$ cat src/rtl/qac_pkg.sv
package qac_pkg;

    localparam int OPC_W = 4;

    typedef enum logic [1:0] {
        PH_FETCH = 2'd0,
        PH_SPLIT = 2'd1,
        PH_EXEC  = 2'd2,
        PH_WB    = 2'd3
    } phase_t;

    typedef enum logic [OPC_W-1:0] {
        OP_NOP  = 4'd0,
        OP_LDI  = 4'd1,
        OP_ADDI = 4'd2,
        OP_ANDI = 4'd3,
        OP_ADDR = 4'd4,
        OP_STW  = 4'd5
    } opcode_t;

    typedef enum logic [1:0] {
        ALU_LOAD = 2'd0,
        ALU_ADD  = 2'd1,
        ALU_AND  = 2'd2,
        ALU_HOLD = 2'd3
    } alu_op_t;

    typedef struct packed {
        alu_op_t alu_op;
        logic    src_ram;
        logic    wr_w;
        logic    wr_ram;
    } ctrl_t;

endpackage

$ cat src/rtl/qac_phase_gen.sv
module qac_phase_gen
    import qac_pkg::*;
(
    input  logic   clk,
    input  logic   rst_n,
    output phase_t phase
);

    phase_t phase_d, phase_q;

    always_comb begin
        phase_d = phase_t'(phase_q + 2'd1);
    end

    always_ff @(posedge clk) begin
        if (!rst_n) phase_q <= PH_FETCH;
        else        phase_q <= phase_d;
    end

    assign phase = phase_q;

    p_phase_cycle_r2: assert property (@(posedge clk) disable iff (!rst_n)
        1'b1 |=> phase_q == phase_t'($past(phase_q) + 2'd1));

endmodule

$ cat src/rtl/qac_decode.sv
module qac_decode
    import qac_pkg::*;
(
    input  logic [OPC_W-1:0] opc,
    output ctrl_t            ctrl
);

    always_comb begin
        ctrl = '{alu_op: ALU_HOLD, src_ram: 1'b0, wr_w: 1'b0, wr_ram: 1'b0};
        case (opc)
            OP_LDI:  ctrl = '{alu_op: ALU_LOAD, src_ram: 1'b0, wr_w: 1'b1, wr_ram: 1'b0};
            OP_ADDI: ctrl = '{alu_op: ALU_ADD,  src_ram: 1'b0, wr_w: 1'b1, wr_ram: 1'b0};
            OP_ANDI: ctrl = '{alu_op: ALU_AND,  src_ram: 1'b0, wr_w: 1'b1, wr_ram: 1'b0};
            OP_ADDR: ctrl = '{alu_op: ALU_ADD,  src_ram: 1'b1, wr_w: 1'b1, wr_ram: 1'b0};
            OP_STW:  ctrl = '{alu_op: ALU_HOLD, src_ram: 1'b0, wr_w: 1'b0, wr_ram: 1'b1};
            default: ;
        endcase
    end

endmodule

$ cat src/rtl/qac_alu.sv
module qac_alu
    import qac_pkg::*;
#(
    parameter int DATA_W = 8
) (
    input  alu_op_t           op,
    input  logic [DATA_W-1:0] a,
    input  logic [DATA_W-1:0] b,
    output logic [DATA_W-1:0] y
);

    always_comb begin
        case (op)
            ALU_LOAD: y = a;
            ALU_ADD:  y = a + b;
            ALU_AND:  y = a & b;
            default:  y = b;
        endcase
    end

endmodule

$ cat src/rtl/quad_acc_core.sv
module quad_acc_core
    import qac_pkg::*;
#(
    parameter int DATA_W    = 8,
    parameter int PC_W      = 4,
    parameter int RAM_DEPTH = 16
) (
    input  logic              clk,
    input  logic              rst_n,
    output logic [DATA_W-1:0] dbg_w,
    output logic [PC_W-1:0]   dbg_pc
);

    localparam int INSTR_W = OPC_W + DATA_W;
    localparam int RAM_AW  = $clog2(RAM_DEPTH);

    typedef struct packed {
        logic [INSTR_W-1:0] ir;
        logic [OPC_W-1:0]   opc;
        logic [DATA_W-1:0]  opd;
        logic [DATA_W-1:0]  alu;
        logic [DATA_W-1:0]  w;
        logic [PC_W-1:0]    pc;
    } core_st_t;

    function automatic logic [INSTR_W-1:0] rom_word(input logic [PC_W-1:0] addr);
        logic [INSTR_W-1:0] v;
        case (int'(addr))
            0:  v = 12'h105;
            1:  v = 12'h210;
            2:  v = 12'h503;
            3:  v = 12'h30F;
            4:  v = 12'h403;
            5:  v = 12'h507;
            6:  v = 12'h1F0;
            7:  v = 12'h220;
            8:  v = 12'h407;
            9:  v = 12'h000;
            10: v = 12'hF55;
            11: v = 12'h300;
            12: v = 12'h403;
            13: v = 12'h503;
            14: v = 12'h2FF;
            15: v = 12'h13C;
            default: v = '0;
        endcase
        return v;
    endfunction

    phase_t            phase;
    ctrl_t             ctrl;
    logic [DATA_W-1:0] ram_q [RAM_DEPTH];
    logic [DATA_W-1:0] ram_rd;
    logic [DATA_W-1:0] alu_a;
    logic [DATA_W-1:0] alu_y;
    logic [RAM_AW-1:0] ram_addr;
    core_st_t          st_d, st_q;

    qac_phase_gen u_phase (
        .clk   (clk),
        .rst_n (rst_n),
        .phase (phase)
    );

    qac_decode u_dec (
        .opc  (st_q.opc),
        .ctrl (ctrl)
    );

    assign ram_addr = st_q.opd[RAM_AW-1:0];
    assign ram_rd   = ram_q[ram_addr];
    assign alu_a    = ctrl.src_ram ? ram_rd : st_q.opd;

    qac_alu #(.DATA_W(DATA_W)) u_alu (
        .op (ctrl.alu_op),
        .a  (alu_a),
        .b  (st_q.w),
        .y  (alu_y)
    );

    always_comb begin
        st_d = st_q;
        case (phase)
            PH_FETCH: st_d.ir = rom_word(st_q.pc);
            PH_SPLIT: begin
                st_d.opc = st_q.ir[INSTR_W-1:DATA_W];
                st_d.opd = st_q.ir[DATA_W-1:0];
            end
            PH_EXEC:  st_d.alu = alu_y;
            PH_WB: begin
                if (ctrl.wr_w) st_d.w = st_q.alu;
                st_d.pc = st_q.pc + 1'b1;
            end
            default: ;
        endcase
    end

    always_ff @(posedge clk) begin
        if (!rst_n) st_q <= '0;
        else        st_q <= st_d;
    end

    always_ff @(posedge clk) begin
        if (rst_n && phase == PH_WB && ctrl.wr_ram)
            ram_q[ram_addr] <= st_q.w;
    end

    assign dbg_w  = st_q.w;
    assign dbg_pc = st_q.pc;

    p_w_hold_r2: assert property (@(posedge clk) disable iff (!rst_n)
        (phase != PH_WB) |=> $stable(st_q.w));

    p_pc_hold_r2: assert property (@(posedge clk) disable iff (!rst_n)
        (phase != PH_WB) |=> $stable(st_q.pc));

    p_pc_step_r9: assert property (@(posedge clk) disable iff (!rst_n)
        (phase == PH_WB) |=> st_q.pc == PC_W'($past(st_q.pc) + 1'b1));

    p_store_keeps_w_r7: assert property (@(posedge clk) disable iff (!rst_n)
        (phase == PH_WB && st_q.opc == OP_STW) |=> $stable(st_q.w));

endmodule

$ cat config.mk
export PLATFORM = sky130hd
export DESIGN_NAME = quad_acc_core
export DESIGN_NICKNAME = d
export VERILOG_FILES = /design/src/rtl/qac_pkg.sv /design/src/rtl/qac_phase_gen.sv /design/src/rtl/qac_decode.sv /design/src/rtl/qac_alu.sv /design/src/rtl/quad_acc_core.sv
export SDC_FILE = /design/constraint.sdc
export NUM_CORES = 1
export LEC_CHECK = 0
export ABC_AREA = 1
export BUFFER_PORTS_ARGS = -buffer_cell sky130_fd_sc_hd__buf_2
export CAP_MARGIN = 15
export CORE_ASPECT_RATIO = 1.4
export CORE_MARGIN = 5
export CORE_UTILIZATION = 45
export DETAILED_ROUTE_END_ITERATION = 8
export SLEW_MARGIN = 20
export SYNTH_ARGS = -nofsm -noshare
export SYNTH_HDL_FRONTEND = slang
export SYNTH_SLANG_ARGS = --single-unit
$ cat constraint.sdc
create_clock -name clk -period 4 [get_ports clk]
set_clock_uncertainty 0.15 [all_clocks]
set_input_delay 0 -clock clk [delete_from_list [all_inputs] [get_ports clk]]
set_output_delay 0 -clock clk [all_outputs]
set_load 0.02 [all_outputs]
Word level (Yosys, flattened, before mapping)
Memories as Yosys holds them, arrays and structs flattened. A register that Yosys moved wholly into a read port is not among the register bits.
Index checks and enable logic that the tools add are counted.
{"block": "word_totals", "mem_bits_ro": 192, "word_cells": 35, "mem_count": 2, "ramBits": 128, "register_bits": 34, "output_inout_bits": 12}
{"block": "classes", "bitwise": 1, "n_reduce_logical": 6, "n_addsub": 3, "n_mux": 7, "eq_ne": 10}
{"name": "(no name shown)", "words": 16, "width": 12, "rd": 1, "rd_clocked_by_memory_dff": 1, "write_ports": 0, "line_no": "quad_acc_core.sv:28", "text": "case (int'(addr))"}
{"name": "ram_q", "words": 16, "width": 8, "rd": 1, "rd_clocked_by_memory_dff": 1, "write_ports": 1, "line_no": "quad_acc_core.sv:52", "text": "logic [DATA_W-1:0] ram_q [RAM_DEPTH];"}
{"op": "$pmux 5 s5", "n": 1}
{"op": "$pmux 8 s3", "n": 1}
{"op": "$add 8x8->8", "n": 1}
{"op": "$and 8x8->8", "n": 1}
{"op": "$eq 4x2->1 const B", "n": 2}
{"op": "$eq 4x3->1 const B", "n": 2}
{"op": "$mux 4", "n": 2}
{"op": "$mux 8", "n": 1}
{"op": "$eq 2x2->1 const B", "n": 3}
{"op": "$add 4x1->4 const B", "n": 1}
{"op": "$eq 2x1->1 const B", "n": 2}
{"op": "$eq 4x1->1 const B", "n": 1}
{"op": "$logic_not 2->1", "n": 2}
{"op": "$add 2x1->2 const B", "n": 1}
{"op": "$logic_and 1x1->1", "n": 2}
{"op": "$mux 1", "n": 2}
{"op": "$reduce_and 2->1", "n": 1}
{"op": "$logic_not 1->1", "n": 1}

Logic depth before layout (Yosys ltp)
Gate-level depths: netlist (run 1).
{"block": "logic_depth", "depth_word": 5, "ltp_mapped": 23, "mapped_depth_nobuf": 22}

Modules after synthesis
A second synthesis (run 1) with hierarchy kept.
{"block": "unflattened", "cells_unflattened": 849, "area_unflattened_um2": 8044.0}
{"mod": "quad_acc_core", "seq_area_each_um2": 4804.6, "n_inst": 1, "cells_per_inst": 727, "area_each_um2": 7364.6}
{"mod": "qac_alu", "seq_area_each_um2": 0.0, "n_inst": 1, "cells_per_inst": 99, "area_each_um2": 539.3}
{"mod": "qac_decode", "seq_area_each_um2": 0.0, "n_inst": 1, "cells_per_inst": 15, "area_each_um2": 77.6}
{"mod": "qac_phase_gen", "seq_area_each_um2": 40.0, "n_inst": 1, "cells_per_inst": 8, "area_each_um2": 62.6}

Worst setup path after synthesis (run 1)
No wires, ideal clock.
{"block": "synth_path", "kind": "reg-to-reg", "from": "reg (tool-made name)", "to": "reg st_q[16] (netlist name)", "arrival_time_ns": 2.312, "path_stages_with_launch": 21, "synth_period_minus_slack_ns": 2.602, "setup_slack_ns": 1.398, "path_buffers": 2, "cell_sequence": "dfxtp_1 buf_4 inv_1 buf_2 nand3_1 nand3_1 nand2_1 nand2_1 nand3_1 and2_1 ha_1 inv_1 fa_1 inv_1 nand3_1 nand2_1 or2_2 a31oi_1 nand2_1 nand2_1 a21oi_2"}
{"element": "end signal: assignment", "line_no": "quad_acc_core.sv:100", "text": "else st_q <= st_d;"}
{"element": "end: declaration", "line_no": "quad_acc_core.sv:57", "text": "core_st_t st_d, st_q;"}

==> flow_summary.toml, run 1 <==
[synthesis]
synth_top_area_cell = "edfxtp_1"
synth_xor_area_frac = 0.00108
synth_cell_type_count = 34
synth-simple-area-share = 0.236
ys_seq_area_frac = 0.595
synth_area_leaders = "edfxtp_1 (47%), dfxtp_1 (12%), nand2_1 (12%)"
synthMuxAreaShare = 0
ys_ff_latch = 178
synthCells = 855
synth_top_area_frac = 0.472
synth_top_family_by_area = "simple AND/OR/NAND/NOR gates"
synth_compound_area_frac = 0.0650
synth_nets = 878
synth-warning-count = 0
netlist_area_sq_mm = 0.00814
syn_avg_cell_area_sq_um = 9.52
synthAdderAreaFrac = 0.0332

[die]
die_h_um = 169
core_area_sq_mm = 0.0179
io_pins = 14
fp.dieW_um = 124
die_area_sq_mm = 0.0209
rows = 58
start_util = 0.456

[place]
place_hpwl_um = 12000
port_buffers = 13
gp_congestion = 0.885

[setup_path]
reg2reg_depth = 16
cp-end-kind = "register"
start_kind = "register"
cp.arrival_ns = 3.34
worstPathMaxFanout = 64
worstPathRequired_ns = 4.13
critPathKind = "register to register"

[sta]
setup_violations = 0
fin_setup_tns_ns = 0
rsz0062_at_grt = "no"
max_freq_ghz = 0.312
slew_headroom = 0.395
slew_viol_final = 0
fin_crit_ns = 3.21
tightest_slew_ns = 0.906
worst_hold_slack_ns = 0.313
hold_violations = 0
period_share = 0.802

[clock_network]
cts_max_path_buffers = 2
ctsHtreeMaxLevel = 4
numCtsBuffers = 17
root_buffer = "clkbuf_16"
cts.sinks = 178
post_cts_resized = 0
path_clk_slew_ns = 0.07
cts_tree = "built"
clk-insertion-delay-late_ns = 0.42

[hold_path]
hold_path_class = "register to register"
hold_path_depth = 2

[finish]
drive_gt1_frac = 0.0902
diodes = 0
multi_input_area_sq_mm = 0.00273
seq_area_sq_mm = 0.00485
final_util = 0.498
area_growth_pct = 9.18
final_nets = 875
fillers = 1732

[routing]
drc = 0
wirelength_um = 18100
dr_total_vias = 5700
dr.pass1.iters = 5
postRouteAntennaNets = 0
drt-vias-per-instance = 5.16
drt_iter0_markers = 359
wl_per_cell_um = 16.4

[run_status]
status = "finished, final reports clean"

[global_route]
first_global_vias = 5501
grt_start_max_net_pins = 65
grt_pass1_wl_um = 29000
grtUsageTotal = 0.182
gr-total-overflow = 0
antenna_found_initial = 0

[pwr]
vdd_ir_drop_max_uv = 262
p_leak_uw = 0.00350
power_density_mw_per_mm2 = 463

[job]
maxCapViolations = 0
==> area by class of cell <==
cell class | instances | share of cell area
inverter | 69 | 0.0294
sequential | 178 | 0.545
clock inverter | 14 | 0.0152
clock buffer | 18 | 0.0494
timing repair buffer | 25 | 0.0192
tap | 240 | 0.0338
multi-input combinational | 561 | 0.308
==> cells in the final DEF (no fill, tap or decap), drive strengths merged <==
cell,Yosys,layout
a21oi,37,37
a31oi,4,4
and2,7,7
buf,35,24
bufinv,0,2
clkbuf,12,18
clkinv,0,6
dfxtp,50,50
dlygate4sd3,0,1
edfxtp,128,128
fa,1,1
ha,20,20
inv,69,75
nand2,252,252
nand2b,1,1
nand3,129,129
nand3b,1,1
nand4,4,4
nor2,45,45
nor3,1,1
o211ai,4,4
o21ai,47,47
o21bai,1,1
o221ai,1,1
o31ai,1,1
or2,4,4
xor2,1,1
==> layer usage <==
metal  global-route usage  part of all wire  vias to the layer above
li1                     -                 -                     2866
met1                0.224              0.41                     2699
met2                0.320              0.52                      109
met3               0.0254             0.037                       26
met4               0.0694             0.026                        0
met5                    0                 0                        -
==> through the flow <==
stage | instance area (sq um) | cells | setup WS [ns] | power [uW]
3_5_place_dp | 8300 | 1072 | 0.800 | 2560
4_1_cts | 8880 | 1105 | 0.795 | 4140
6_report | 8880 | 1105 | 0.793 | 4120
2_1_floorplan | 8140 | 855 | 1.40 | 2440
3_3_place_gp | 8300 | 1072 | 0.850 | 2550
5_1_grt | 8880 | 1105 | 0.500 | 4300
==> Yosys cell counts <==
cell      count
a21oi_2       8
nor2_4        1
buf_6         7
nand3_1     129
fa_1          1
buf_2        14
o21bai_1      1
a31oi_1       4
edfxtp_1    128
nand2b_1      1
inv_2         4
dfxtp_1      50
or2_2         4
buf_4        14
o21ai_1       1
o221ai_1      1
nand4_1       3
nor2_8        1
nand2_4       1
nor3_2        1
clkbuf_1     12
o211ai_1      4
xor2_1        1
inv_1        64
nand2_1     251
nand4_4       1
and2_1        7
a21oi_1      29
o21ai_0      46
nand3b_1      1
inv_4         1
o31ai_1       1
ha_1         20
nor2_1       43
==> sequential cells by signal (all words and copies together) (netlist names), named ones only <==
signal,count
ram_addr,4
u_phase.phase,2
ram_q,128
dbg_w,8
dbg_pc,4
st_q,28
==> final timing paths <==
kind | startpoint | endpoint | slack (ns)
worst max-delay path | register | st_q[16]$_SDFFE_PN0N_ | 0.79
worst min-delay path | st_q[25]$_SDFFE_PN0N_ | st_q[25]$_SDFFE_PN0N_ | 0.31
worst max register to register | register | st_q[16]$_SDFFE_PN0N_ | 0.79
worst min register to register | st_q[25]$_SDFFE_PN0N_ | st_q[25]$_SDFFE_PN0N_ | 0.31
==> critical path, stage by stage (launching register included) <==
cell and delay, ns:
dfxtp_2 0.33, buf_4 0.54, nand2_1 0.12, nand3_1 0.12
nand3_1 0.10, nand2_1 0.11, nand2_1 0.06, nand3_1 0.14
and2_1 0.15, ha_1 0.29, a21oi_1 0.19, nand2_1 0.09
or2_2 0.27, a31oi_1 0.16, nand2_1 0.10, nand2_1 0.09
a21oi_2 0.05
==> what timing repair did <==
item,in CTS,in global routing
hold buffers,1,0
buffers inserted,0,0
hold endpoints to repair,35,0
==> where the power goes <==
group          switching [uW]  internal (uW)  total, uW
clock                     715            886       1600
combinational             334            152        486
sequential               31.4           2000       2030
==> cells by family after synthesis <==
logic type / count (synthesis)
and+or+nand+nor: 444
DFF: 178
buffers and inverters: 116
AOI/OAI and AO/OA: 95
adders and majority gates: 21
xor gates and xnor gates: 1
Power figures use the tool's default switching activity.
==> inputs of run 2 (changes only) <==
- clock period: 4 -> 2.7 ns (I/O delays scaled with it)
==> flow_summary.toml, run 2 (synthesized netlist as in run 1, its figures left out) <==
[run_status]
status = "finished with violations"
violations = "negative setup slack"

[die]
die_h_um = 169
core_area_sq_mm = 0.0179
io_pins = 14
rows = 58
start_util = 0.456
die_area_sq_mm = 0.0209
fp.dieW_um = 124

[routing]
wirelength_um = 20300
dr_total_vias = 5987
postRouteAntennaNets = 0
met1Wirelength_um = 7960
wl_per_cell_um = 17.6
wl_met3_um = 674
drt-vias-per-instance = 5.19
dr.pass1.iters = 5
drc = 0
drt_iter0_markers = 343
topRoutingLayerUsed = "met4"
met2WireLength_um = 11100

[global_route]
grt_pass1_wl_um = 31700
antenna_found_initial = 0
grt_start_max_net_pins = 36
gr-total-overflow = 0
first_global_vias = 5968
grtUsageTotal = 0.203

[place]
place_area_sq_mm = 0.00872
place_worst_setup_slack_ns = -0.145
port_buffers = 13
gp_congestion = 0.858
place_hpwl_um = 13200

[pwr]
p_seq_frac = 0.483
combPwrFrac = 0.155
internal-power_uw = 4540
power_uw = 6220
clkPwrFrac = 0.362
p_leak_uw = 0.00385
power_density_mw_per_mm2 = 640
power_switching_uw = 1680
vdd_ir_drop_max_uv = 402
switching_share = 0.270

[finish]
final_nets = 924
area_growth_pct = 19.4
final_cell_mix = "nand2_1 (232), edfxtp_1 (128), nand3_1 (108), inv_1 (59), dfxtp_1 (48)"
regMostFlops = "ram_q"
final_common_cell = "nand2_1"
seq_area_sq_mm = 0.00485
multi_input_area_sq_mm = 0.00300
largest_register_ffs = 128
diodes = 0
drive_gt1_frac = 0.205
fillers = 1609
final_area_sq_mm = 0.00972

[setup_path]
worstPathMaxFanout = 8
reg2reg_to = "st_q[15]$_SDFFE_PN0N_"
worstPathRequired_ns = 2.87
crit_family = "simple AND/OR/NAND/NOR gates"
cp.arrival_ns = 2.87
critPathKind = "register to register"
crit_buf_inv = 3
start_kind = "register"
reg2reg_depth = 18
r2r_setup_slack_ns = -0.004
cp_slowest_cell = "dfxtp_4"
crit_chain = "inv_6 > bufbuf_16 > nand2_1 > nand3_1 > nand3_2 > nand2_2 > nand2_2 > nand3_2 > and2_4 > ha_4 > a21oi_2 > nand2_2 > buf_4 > xor2_1 > a21oi_1 > nand2_1 > nand2_1 > a21oi_2"
cpPeakStageDelay_ns = 0.41
cp-end-kind = "register"

[clock_network]
path_clk_slew_ns = 0.07
numCtsBuffers = 17
cts_max_path_buffers = 2
root_buffer = "clkbuf_16"
ctsHtreeMaxLevel = 4
cts_tree = "built"
cts.sinks = 178
clk-insertion-delay-late_ns = 0.43

[hold_path]
min-delay-start = "st_q[25]$_SDFFE_PN0N_"
hold_path_class = "register to register"
min_to = "st_q[25]$_SDFFE_PN0N_"
hold_path_depth = 2

[sta]
tightest_slew_ns = 0.624
slew_headroom = 0.582
slew_viol_final = 0
max_freq_ghz = 0.370
worst_hold_slack_ns = 0.311
rsz0062_at_grt = "yes"
fin_crit_ns = 2.70
period_share = 1.00
fin_setup_tns_ns = -0.00406
setup_violations = 1
hold_violations = 0
post-route-worst-setup-slack_ns = -0.00406

[job]
maxCapViolations = 0
==> run 2: worst max-delay path by stage <==
| stage | slack, ns | endpoint | start | depth (start not counted) |
|---|---|---|---|---|
| after floorplan | 0.1 | st_q[16]$_SDFFE_PN0N_ | register | 20 |
| after global placement | -0.16 | st_q[16]$_SDFFE_PN0N_ | register | 18 |
| after detailed placement | -0.15 | st_q[16]$_SDFFE_PN0N_ | register | 18 |
| after CTS | -0.02 | st_q[16]$_SDFFE_PN0N_ | register | 20 |
| after global routing | -0.20 | st_q[19]$_SDFFE_PN0N_ | register | 23 |
| final | -0.004 | st_q[15]$_SDFFE_PN0N_ | register | 18 |
==> run 2: power groups by stage <==
| stage | Clock (uW) | Combinational (uW) | Sequential, uW |
|---|---|---|---|
| 2_1_floorplan | 0 | 564 | 3050 |
| 3_3_place_gp | 0 | 815 | 3060 |
| 3_5_place_dp | 0 | 820 | 3060 |
| 4_1_cts | 2290 | 920 | 3000 |
| 5_1_grt | 2410 | 1070 | 3010 |
| 6_report | 2250 | 965 | 3000 |
==> run 2: metal layers <==
| metal | up-vias | global-route usage |
|---|---|---|
| met4 | 0 | 0.0757 |
| met1 | 2861 | 0.231 |
| met5 | - | 0 |
| met3 | 38 | 0.0341 |
| met2 | 128 | 0.375 |
| li1 | 2960 | - |
==> run 2: timing repair <==
action                                  CTS  global route
setup buffers                             1             3
gates resized for setup                  36            37
endpoints found under the setup margin    6             7
gates cloned                              4             0
pin swaps                                 7            25
hold buffers                              1             0
endpoints found under the hold margin    46             0
==> run 2: tightest hold or removal path: cells and delay by family, from the launching register on <==
| family | cells | cell delay [ns] |
|---|---|---|
| flip-flops | 1 | 0.30 |
| buffers and inverters | 1 | 0.06 |
| AO/OA/AOI/OAI | 1 | 0.06 |
==> run 2: layout make-up <==
type,instances,share of cell area
inverters,69,0.0278
flip-flops and latches,178,0.499
clock inverters,13,0.0103
clock buffers,19,0.0445
repair buffers,74,0.0784
multi-input cells,561,0.309
well taps,240,0.0309
==> run 2: per-stage QoR <==
stage               std cells   util
global route             1154  0.544
CTS                      1151  0.535
floorplan                 855      -
detailed placement       1113  0.489
global placement         1113  0.489
finish                   1154  0.544
==> inputs of run 3 (changes only) <==
- CELL_PAD_IN_SITES_DETAIL_PLACEMENT: default -> 0
- CELL_PAD_IN_SITES_GLOBAL_PLACEMENT: default -> 1
- PLACE_DENSITY_LB_ADDON: default -> 0.1
==> flow_summary.toml, run 3 (synthesized netlist as in run 1, its figures left out) <==
[sta]
post-route-worst-setup-slack_ns = -0.0566
rsz0062_at_grt = "yes"
tightest_slew_ns = 0.610
fin_crit_ns = 2.76
period_share = 1.02
hold_violations = 0
slew_viol_final = 0
slew_headroom = 0.592
max_freq_ghz = 0.363
setup_violations = 4
worst_hold_slack_ns = 0.315

[finish]
fillers = 1633
regMostFlops = "ram_q"
largest_register_ffs = 128
area_growth_pct = 23.5
diodes = 0
final_common_cell = "nand2_1"
final_nets = 936
drive_gt1_frac = 0.261
final_cell_mix = "nand2_1 (217), edfxtp_1 (128), nand3_1 (84), inv_1 (59), buf_4 (49)"

[run_status]
violations = "negative setup slack"
status = "finished with violations"

[global_route]
grt_start_max_net_pins = 36
grt_pass1_wl_um = 33000
antenna_found_initial = 0
gr-total-overflow = 0
grtUsageTotal = 0.207
first_global_vias = 6261

[job]
maxCapViolations = 0

[clock_network]
cts_tree = "built"
cts_max_path_buffers = 2
ctsHtreeMaxLevel = 4
numCtsBuffers = 17
path_clk_slew_ns = 0.07
clk-insertion-delay-late_ns = 0.43
cts.sinks = 178
root_buffer = "clkbuf_16"

[routing]
drt_iter0_markers = 402
dr_total_vias = 6014
dr.pass1.iters = 4
wirelength_um = 20600
postRouteAntennaNets = 0
wl_per_cell_um = 17.7
drc = 0
drt-vias-per-instance = 5.16

[die]
die_area_sq_mm = 0.0209
start_util = 0.456
die_h_um = 169
fp.dieW_um = 124
io_pins = 14
core_area_sq_mm = 0.0179
rows = 58

[setup_path]
cp.arrival_ns = 2.92
cp-end-kind = "register"
crit_chain = "clkinv_8 > buf_12 > buf_4 > nand2_1 > nand3_2 > nand3_2 > nand2_2 > nand2_2 > nand3_2 > and2_4 > ha_4 > a21oi_2 > nand2_2 > or2_4 > a31oi_4 > nand2_2 > nand2_2 > a21oi_2"
critPathKind = "register to register"
crit_buf_inv = 3
cpPeakStageDelay_ns = 0.41
cp_slowest_cell = "dfxtp_4"
worstPathRequired_ns = 2.87
crit_family = "simple AND/OR/NAND/NOR gates"
crit_top_cell = "nand2_2"
start_kind = "register"
worstPathMaxFanout = 7

[place]
port_buffers = 13
gp_congestion = 0.876
place_hpwl_um = 14100
place_worst_setup_slack_ns = -0.143

[pwr]
vdd_ir_drop_max_uv = 325
power_uw = 6580
p_leak_uw = 0.00397
power_density_mw_per_mm2 = 655

[hold_path]
hold_path_class = "register to register"
==> run 3: changes by cell type in the layout (fill, tap and decap cells not counted), sizes merged <==
cell and delta:
buf +16, bufbuf -4, bufinv +3, clkbuf -1, clkinvlp -2
==> run 3: path summary, 6_finish.rpt <==
path	start	end	slack [ns]	cells past startpoint
worst max register to register	register	st_q[16]$_SDFFE_PN0N_	-0.06	18
worst min-delay path	st_q[27]$_SDFFE_PN0N_	st_q[27]$_SDFFE_PN0N_	0.31	2
worst max-delay path	register	st_q[16]$_SDFFE_PN0N_	-0.06	18
worst min register to register	st_q[27]$_SDFFE_PN0N_	st_q[27]$_SDFFE_PN0N_	0.31	2
==> run 3: stage by stage <==
stage | utilization | instances | TNS [ns] | area [sq um]
after global routing | 0.563 | 1166 | -0.972 | 10100
after floorplan | - | 855 | 0 | 8140
after detailed placement | 0.491 | 1124 | -0.465 | 8770
after global placement | 0.491 | 1124 | -0.368 | 8770
after CTS | 0.539 | 1159 | 0 | 9630
final | 0.563 | 1166 | -0.191 | 10100
==> run 3: metal layers <==
layer  track usage  part of all wire
met5             0                 0
met4        0.0771             0.024
met3        0.0328             0.025
met2         0.358              0.53
met1         0.259              0.42
==> run 3: where the power goes <==
part           internal [uW]  switching (uW)  total (uW)
Combinational            410             624        1030
Sequential              2960            42.3        3000
Clock                   1470            1080        2550
Total                   4840            1740        6580
==> run 3: timing repair <==
action | 4_1_cts | 5_1_grt
gates resized for setup | 41 | 94
hold endpoints to repair | 46 | 0
gates cloned | 2 | 0
hold buffers | 1 | 0
setup endpoints to repair | 5 | 7
buffers inserted | 0 | 7
pin swaps | 13 | 46
==> run 3: cell type report <==
class                   count  area [sq um]  area share
repair buffers             86           838      0.0834
inverters                  69           274      0.0273
well taps                 240           300      0.0299
clock inverters            14           175      0.0174
multi-input cells         561          3190       0.317
clock buffers              18           429      0.0427
flip-flops and latches    178          4850       0.482
==> run 3: worst reg2reg max path, delay by kind of cell, from the launching register on <==
kind / cells / cell delay [ns]
AND/OR/NAND/NOR: 11 / 1.10
flip-flops: 1 / 0.41
AO/OA/AOI/OAI: 3 / 0.35
buffers and inverters: 3 / 0.40
adder cells (fa/ha/maj): 1 / 0.25
